===== src/rtl/coll_retry_pkg.sv =====
package coll_retry_pkg;

   typedef enum logic [2:0] {
      ST_IDLE,
      ST_ARMED,
      ST_PEND,
      ST_JAM,
      ST_BACKOFF,
      ST_FINAL
   } cr_state_e;

   typedef enum logic [1:0] {
      CL_PRE,
      CL_SLOT,
      CL_LATE
   } coll_cls_e;

endpackage


===== src/rtl/coll_phase_class.sv =====
module coll_phase_class
   import coll_retry_pkg::*;
#(
   parameter int SLOT_BITS = 512,
   parameter int DBW       = 10
) (
   input  logic           pre_phase,
   input  logic [DBW-1:0] data_bits,
   output coll_cls_e      cls
);

   localparam logic [DBW-1:0] SLOT_LIM = DBW'(SLOT_BITS);

   always_comb begin
      if (pre_phase)
         cls = CL_PRE;
      else if (data_bits >= SLOT_LIM)
         cls = CL_LATE;
      else
         cls = CL_SLOT;
   end

endmodule


===== src/rtl/jam_timer.sv =====
module jam_timer #(
   parameter int JAM_BITS = 32
) (
   input  logic clk,
   input  logic rst_n,
   input  logic start,
   output logic busy,
   output logic first,
   output logic last
);

   localparam int JW = (JAM_BITS > 1) ? $clog2(JAM_BITS) : 1;
   localparam logic [JW-1:0] LAST_IDX = JW'(JAM_BITS - 1);

   logic [JW-1:0] idx;

   always_ff @(posedge clk) begin
      if (!rst_n) begin
         busy <= 1'b0;
         idx  <= '0;
      end else if (start && !busy) begin
         busy <= 1'b1;
         idx  <= '0;
      end else if (busy) begin
         if (idx == LAST_IDX) begin
            busy <= 1'b0;
            idx  <= '0;
         end else begin
            idx <= idx + 1'b1;
         end
      end
   end

   assign first = busy && (idx == '0);
   assign last  = busy && (idx == LAST_IDX);

   // a running jam does not stop before its final bit
   a_r3_jam_no_early_stop: assert property (@(posedge clk) disable iff (!rst_n)
      busy && !last |=> busy);

   // a jam only ends right after its final bit
   a_r3_jam_ends_on_last: assert property (@(posedge clk) disable iff (!rst_n)
      $fell(busy) |-> $past(last));

endmodule


===== src/rtl/retry_acct.sv =====
module retry_acct #(
   parameter int MAX_ATTEMPTS = 16,
   parameter int CW           = 4
) (
   input  logic          clk,
   input  logic          rst_n,
   input  logic          clr,
   input  logic          hit,
   output logic [CW-1:0] cnt,
   output logic          exhausted
);

   localparam logic [CW-1:0] CNT_MAX = CW'(MAX_ATTEMPTS - 1);

   always_ff @(posedge clk) begin
      if (!rst_n || clr) begin
         cnt       <= '0;
         exhausted <= 1'b0;
      end else if (hit) begin
         if (cnt == CNT_MAX)
            exhausted <= 1'b1;
         else
            cnt <= cnt + 1'b1;
      end
   end

   // the count only ever steps up by one or returns to zero
   a_r4_count_step: assert property (@(posedge clk) disable iff (!rst_n)
      (cnt != $past(cnt)) |-> (cnt == $past(cnt) + 1'b1) || (cnt == '0));

   // the budget is spent only from the top count
   a_r5_exhaust_at_top: assert property (@(posedge clk) disable iff (!rst_n)
      $rose(exhausted) |-> cnt == CNT_MAX);

endmodule


===== src/rtl/coll_retry_ctrl.sv =====
module coll_retry_ctrl
   import coll_retry_pkg::*;
#(
   parameter int SLOT_BITS    = 512,
   parameter int DBW          = $clog2(SLOT_BITS) + 1,
   parameter int JAM_BITS     = 32,
   parameter int MAX_ATTEMPTS = 16,
   parameter int CW           = $clog2(MAX_ATTEMPTS)
) (
   input  logic           clk,
   input  logic           rst_n,
   input  logic           frame_start,
   input  logic           tx_on,
   input  logic           pre_phase,
   input  logic [DBW-1:0] data_bits,
   input  logic           coll_det,
   input  logic           retry_dis,
   input  logic           tx_end,
   input  logic           backoff_done,
   output logic           jam_on,
   output logic           tx_abort,
   output logic           resched_req,
   output logic           flush_req,
   output logic           done_stb,
   output logic           st_one,
   output logic           st_more,
   output logic           st_rtry,
   output logic           st_late,
   output logic [CW-1:0]  retry_cnt
);

   // elaboration-time parameter checks
   generate
      if (SLOT_BITS >= (1 << DBW)) begin : g_bad_dbw
         $error("DBW too narrow for SLOT_BITS");
      end
      if ((MAX_ATTEMPTS < 2) || ((MAX_ATTEMPTS - 1) >= (1 << CW))) begin : g_bad_cw
         $error("CW does not fit MAX_ATTEMPTS");
      end
      if (JAM_BITS < 2) begin : g_bad_jam
         $error("JAM_BITS must be at least 2");
      end
   endgenerate

   cr_state_e st;
   coll_cls_e cls;
   logic      accept, hit, jam_start;
   logic      jam_busy, jam_first, jam_last;
   logic      exhausted, dis_r, late_r;

   coll_phase_class #(.SLOT_BITS(SLOT_BITS), .DBW(DBW)) u_class (
      .pre_phase (pre_phase),
      .data_bits (data_bits),
      .cls       (cls)
   );

   assign accept    = (st == ST_ARMED) && tx_on && coll_det && !frame_start;
   assign hit       = accept && (cls != CL_LATE);
   assign jam_start = (accept && (cls != CL_PRE)) ||
                      ((st == ST_PEND) && !pre_phase && !frame_start);

   jam_timer #(.JAM_BITS(JAM_BITS)) u_jam (
      .clk   (clk),
      .rst_n (rst_n),
      .start (jam_start),
      .busy  (jam_busy),
      .first (jam_first),
      .last  (jam_last)
   );

   retry_acct #(.MAX_ATTEMPTS(MAX_ATTEMPTS), .CW(CW)) u_acct (
      .clk       (clk),
      .rst_n     (rst_n),
      .clr       (frame_start),
      .hit       (hit),
      .cnt       (retry_cnt),
      .exhausted (exhausted)
   );

   always_ff @(posedge clk) begin
      if (!rst_n) begin
         st      <= ST_IDLE;
         dis_r   <= 1'b0;
         late_r  <= 1'b0;
         st_one  <= 1'b0;
         st_more <= 1'b0;
         st_rtry <= 1'b0;
         st_late <= 1'b0;
      end else if (frame_start) begin
         st      <= ST_ARMED;
         dis_r   <= 1'b0;
         late_r  <= 1'b0;
         st_one  <= 1'b0;
         st_more <= 1'b0;
         st_rtry <= 1'b0;
         st_late <= 1'b0;
      end else begin
         unique case (st)
            ST_ARMED: begin
               if (accept) begin
                  if (hit) dis_r <= retry_dis;
                  if (cls == CL_LATE) late_r <= 1'b1;
                  st <= (cls == CL_PRE) ? ST_PEND : ST_JAM;
               end else if (tx_end) begin
                  st_one  <= (retry_cnt == CW'(1));
                  st_more <= (retry_cnt > CW'(1));
                  st      <= ST_FINAL;
               end
            end
            ST_PEND: begin
               if (!pre_phase) st <= ST_JAM;
            end
            ST_JAM: begin
               if (jam_last) begin
                  if (late_r) begin
                     st_late <= 1'b1;
                     st      <= ST_FINAL;
                  end else if (dis_r || exhausted) begin
                     st_rtry <= 1'b1;
                     st      <= ST_FINAL;
                  end else begin
                     st <= ST_BACKOFF;
                  end
               end
            end
            ST_BACKOFF: begin
               if (backoff_done) st <= ST_ARMED;
            end
            ST_FINAL: st <= ST_IDLE;
            default:  st <= ST_IDLE;
         endcase
      end
   end

   assign jam_on      = jam_busy;
   assign tx_abort    = jam_first;
   assign resched_req = (st == ST_BACKOFF);
   assign done_stb    = (st == ST_FINAL);
   assign flush_req   = (st == ST_FINAL) && (dis_r || exhausted) && !late_r;

   // a preamble collision keeps the jam off while the preamble continues
   a_r1_hold_in_preamble: assert property (@(posedge clk) disable iff (!rst_n)
      (st == ST_PEND) && pre_phase |=> !jam_on);

   // the reschedule request persists until the backoff answer
   a_r4_resched_hold: assert property (@(posedge clk) disable iff (!rst_n)
      resched_req && !backoff_done && !frame_start |=> resched_req);

   // the abort pulse lasts one cycle
   a_r3_abort_single: assert property (@(posedge clk) disable iff (!rst_n)
      tx_abort |=> !tx_abort);

   // a discard request always comes with the exhausted status
   a_r5_flush_has_rtry: assert property (@(posedge clk) disable iff (!rst_n)
      flush_req |-> st_rtry && !st_one && !st_more);

   // a late ending never reports exhausted retries
   a_r8_late_excl: assert property (@(posedge clk) disable iff (!rst_n)
      st_late |-> !st_rtry && !flush_req);

   // a new frame clears the retry count
   a_r9_start_clears: assert property (@(posedge clk) disable iff (!rst_n)
      frame_start |=> retry_cnt == '0 && !st_one && !st_more && !st_rtry && !st_late);

   // the done strobe lasts one cycle
   a_r10_done_single: assert property (@(posedge clk) disable iff (!rst_n)
      done_stb |=> !done_stb);

endmodule


===== config.mk =====
export PLATFORM = sky130hd
export DESIGN_NAME = coll_retry_ctrl
export DESIGN_NICKNAME = d
export VERILOG_FILES = /design/src/rtl/coll_retry_pkg.sv /design/src/rtl/coll_phase_class.sv /design/src/rtl/jam_timer.sv /design/src/rtl/retry_acct.sv /design/src/rtl/coll_retry_ctrl.sv
export SDC_FILE = /design/constraint.sdc
export NUM_CORES = 1
export LEC_CHECK = 0
export ABC_AREA = 0
export BUFFER_PORTS_ARGS = -buffer_cell sky130_fd_sc_hd__buf_2
export CORE_MARGIN = 2
export CORE_UTILIZATION = 45
export CTS_CLUSTER_DIAMETER = 60
export DETAILED_ROUTE_END_ITERATION = 10
export PLACE_DENSITY = 0.8
export REMOVE_ABC_BUFFERS = 1
export SETUP_SLACK_MARGIN = 0.5
export SLEW_MARGIN = 5
export SYNTH_ARGS = -nofsm -noshare
export SYNTH_HDL_FRONTEND = slang
export SYNTH_SLANG_ARGS = --single-unit

===== constraint.sdc =====
create_clock -name clk -period 1.5 [get_ports clk]
set_input_delay 0.15 -clock clk [delete_from_list [all_inputs] [get_ports clk]]
set_output_delay 0.15 -clock clk [all_outputs]
set_load 0.03 [all_outputs]

# == Yosys cells after proc, flatten, opt, wreduce, memory -nomap -nowiden ==
# Index checks and enable logic that the tools add are counted.
# totals
wordCells,88
ff_bits,20
latch_bits,0
memories,0
in_bits,19
mem_bits_ro,0
out_inout_bits,13
ramBits,0
# op_classes
muxes,16
n_mul,0
bitwise,4
reduce_logical,34
eq_ne,18
n_lt_le_gt_ge,2
n_shift,0
div_mod_pow,0
n_addsub,2
# ops
operator,count
$mux W3,5
$logic_and A1 B1 Y1,12
$ne A3 B3 Y1 const B,4
$pmux W3 S4,1
$reduce_and A3 Y1,4
$reduce_and A4 Y1,3
$ge A10 B10 Y1 const B,1
$ne A2 B2 Y1 const B,4
$mux W1,7
$eq A3 B2 Y1 const B,2
$eq A3 B3 Y1 const B,2
$add A5 B1 Y5 const B,1
$eq A5 B5 Y1 const B,1
$logic_not A1 Y1,5
$logic_not A5 Y1,1
$mux W5,1
$add A4 B1 Y4 const B,1
$eq A4 B1 Y1 const B,1
$eq A4 B4 Y1 const B,1
$gt A4 B1 Y1 const B,1
$mux W2,2
$ne A4 B4 Y1 const B,1
$not A1 Y1,4
$reduce_and A2 Y1,2
other kinds (6),9

# == Logic depth before layout (Yosys ltp) ==
# logic_depth
word_depth,8
mapped_depth,7
ltp_nobuf,7

# == Modules after synthesis ==
# Synthesis repeated with hierarchy kept, for this count alone.
# hier_totals
hier_cells,128
area_unflattened_um2,1118.6
# modules_own_cells
mod,seq_area_each_um2,area_each_um2,n_inst,cells_each
coll_retry_ctrl,180.2,514.2,1,63
jam_timer,120.1,351.6,1,37
retry_acct,100.1,235.2,1,26
coll_phase_class,0.0,17.5,1,2

# == Least setup slack after synthesis ==
# OpenSTA, ideal clock, no wires.
# synth_path
kind,reg-to-reg
start,register st[2]
end,register st[0]
path_buffers,1
arrival_time_ns,1.533
setup_ns,0.074
synth_period_minus_slack_ns,1.607
setup_slack_ns,-0.107
t_required_ns,1.426
path_stages_with_launch,6
cell_sequence,dfxtp_1 buf_4 inv_1 nor3_1 o31ai_1 a31oi_1
# synth_via
elab_cells_between_ends,15
cone_classes,eq/ne: 8; mux: 3; reduce/logical: 4
# synth_lines
element,line_no,text
"start, declared",coll_retry_ctrl.sv:45,cr_state_e st;
"start signal, assigned",coll_retry_ctrl.sv:103,st <= (cls == CL_PRE) ? ST_PEND : ST_JAM;
$eq A3 B3 Y1 (*),n/a,
via resched_req,coll_retry_ctrl.sv:22,"output logic resched_req,"
$ne A3 B3 Y1 (no line) / $pmux W3 S4 (equally long branches),n/a,
$reduce_and A4 Y1 (no line) / $mux W1 (equally long branches),n/a,
# Mark *: on every way through the listed nets, which the timed path passes. The rest lies on a longest branch.
# A chain may end at the register's enable or synchronous reset.

# == Final worst setup path ==
# layout_path
start,register st[1]
end,output flush_req
# layout_via
elab_chain_cells,3
# layout_rtl
element,line_no,text
$eq A3 B3 Y1,coll_retry_ctrl.sv:139,assign flush_req = (st == ST_FINAL) && (dis_r || exhausted) && !late_r;
$logic_and A1 B1 Y1 (2 in a row),coll_retry_ctrl.sv:139,
"end, declared",coll_retry_ctrl.sv:23,"output logic flush_req,"
# No other way between the ends.

==> results.toml <==
[floorplanning]
die_y_um = 53.8
fp.coreArea_um2 = 2410
num_rows = 18
start_util_pct = 46.3
io_pins = 32
die_x_um = 53.8
dieArea_um2 = 2890

[place]
postPlaceCellArea_um2 = 1310
port_buffers = 22
post-dp-hpwl_um = 1840
place.gp.congestion = 0.823
pre_cts_ws_ns = -0.104

[logic_synthesis]
syn_area_per_cell_um2 = 8.46
ys_seq_area_share_pct = 35.9
yosys.area.top_type = "dfxtp_1"
ys.flop_type = "dfxtp_1"
postSynth.asyncResetShare_pct = 0
ys_top_cells_by_area = "dfxtp_1 (36%), ha_1 (6.7%), nor2_1 (5.4%)"
ys_ff_latch = 20
synth-edff-count = 0
netlist.area_leader.share_pct = 35.9
syn_inst = 132
ys_top_cells_by_count = "dfxtp_1 (20), nor2_1 (16), a21oi_1 (10), inv_1 (10), nand2_1 (8)"
synth_area_um2 = 1120
synth_cell_types = 40
ys_warn_count = 0
synth_most_common_cell = "dfxtp_1"

[critical_path]
worst-r2r-cell-count = 5
startpoint_type = "flop"
crit_path_max_fanout = 3
endpoint_kind = "output pin"
path_cells = "buf_6, and2b_2, and2_4, and2_4, buf_6"
cp.required_ns = 1.35
crit_type = "flop to output pin"
arrival_ns = 1.44
cp_num_cells = 5
crit_family = "simple AND/OR/NAND/NOR gates"
slowest_stage = "dfxtp_4"
crit_buf_inv = 2
cpPeakStageDelay_ns = 0.38

[pwr]
leakage_nw = 0.771
ir_drop_uv = 653
p_total_mw = 1.07
powerDensity_nw_per_um2 = 569

[clock_tree]
cts_tree = "yes"
hold_buffers = 0
cts_made_buffers = 3
ctsLongestPathBuffers = 2
clock_sinks = 20
htreeDepth = 1
path_clk_slew_ns = 0.12
cts_root_buf = "clkbuf_4"
clock_latency_ns = 0.32

[global_routing]
grt.overflow.total = 0
grt_usage_pct = 24.2
grt_max_degree = 14
grt_pass1_wl_um = 5000
grt_pass1_vias = 1144
antenna_found_initial = 0

[detailed_routing]
wire_per_inst_um = 17.2
drc = 0
drt_iter0_markers = 38
postRouteAntennaNets = 0
vias = 1247
drt_first_pass_iters = 4
wl_um = 3740
drt-vias-per-instance = 5.75

[run_status]
violations = "negative setup slack"
status = "complete, but fails checks"

[cells_and_area]
diodes = 0
nNetsFinal = 213
utilization_pct = 78.4
design_area_um2 = 1890
area_growth_pct = 69.3
drive_gt1_share_pct = 61.0

[timing]
skew_ns = 0.0120
relSlewSlack_pct = 67.2
hold_viol = 0
fin_crit_ns = 1.59
slew_viol_final = 0
timing.setup.tns_ns = -0.254
rsz0062_at_grt = "true"
max_freq_ghz = 0.630
worstMarginPinSlew_ns = 0.490
setup_violations = 6
worst_slack_ns = -0.0881
min_period_over_period_pct = 106

[flow_run]
max_cap_violations = 0

[worst_hold_path]
holdPathStages = 3
hp-class = "primary input to flop"
[worst reg2reg max path, cell delays in order (launching register included)]
cell,delay (ns)
dfxtp_4,0.37
buf_6,0.12
or3b_4,0.39
o32a_1,0.33
a21oi_2,0.19
a311oi_2,0.06
[worst paths after layout]
kind / from / slack [ns] / to
worst min-delay path: retry_dis / 0.08 / dis_r
worst max-delay path: st[1] / -0.09 / flush_req
worst max register to register: st[1] / -0.08 / st[2]
worst min register to register: st_one / 0.47 / st_one
[kinds of logic (layout without fill, tap and decap cells)]
group / after synthesis / in the layout / synth area share [%]
AO/OA/AOI/OAI: 24 / 24 / 13.3
AND/OR/NAND/NOR: 58 / 58 / 30.4
multiplexers: 6 / 6 / 5.49
XOR/XNOR: 1 / 1 / 0.785
buffers and inverters: 17 / 72 / 7.40
flip-flops: 20 / 20 / 35.9
adder cells (fa/ha/maj): 6 / 6 / 6.73
[cell type report]
type / instances / area, um^2
clock buffer: 4 / 36.3
fill: 138 / 520
inverter: 10 / 42.5
multi-input combinational: 95 / 831
sequential: 20 / 430
tap: 30 / 37.5
timing repair buffer: 58 / 512
[state kept, by name (all words and copies together) (netlist names)]
signal,flops
st,3
u_acct.exhausted,1
st_one,1
dis_r,1
u_acct.cnt,4
st_more,1
u_jam.busy,1
st_late,1
u_jam.idx,5
late_r,1
st_rtry,1
[placed cells by master, fill, tap and decap left out, types with 3 or more instances in the layout]
cell type / count
a21oi_1: 4
a21oi_2: 6
and2_4: 3
buf_2: 9
buf_4: 26
buf_6: 21
clkbuf_4: 3
dfxtp_1: 6
dfxtp_2: 9
dfxtp_4: 5
ha_1: 3
ha_4: 3
inv_1: 7
mux2i_1: 5
nand2_1: 7
nand3_1: 3
nor2_1: 15
nor2b_1: 3
[metal layers]
metal  vias up  global-route usage, %  wire length [um]
li1        574                      -                 -
met1       597                   27.1              1440
met3        15                   3.61               198
met4         0                   7.69               123
met2        61                   46.1              1970
met5         -                      0                 0
[repair_timing]
| item | 4_1_cts | 5_1_grt |
|---|---|---|
| pin swaps | 27 | 12 |
| gates resized for setup | 81 | 24 |
| buffers inserted | 18 | 7 |
| setup endpoints to repair | 31 | 33 |
[power breakdown]
part	internal, mW	total (mW)	switching [mW]	leakage (nW)
sequential	0.530	0.538	0.00717	0.170
combinational	0.103	0.210	0.106	0.580
clock	0.148	0.327	0.179	0.0210
[through the flow]
stage / instances / hold WS, ns
2_1_floorplan: 125 / 0.259
3_3_place_gp: 188 / 0.387
3_5_place_dp: 188 / 0.409
4_1_cts: 210 / 0.0871
5_1_grt: 217 / 0.0995
6_report: 217 / 0.0840
(Power assumes the default switching activity.)
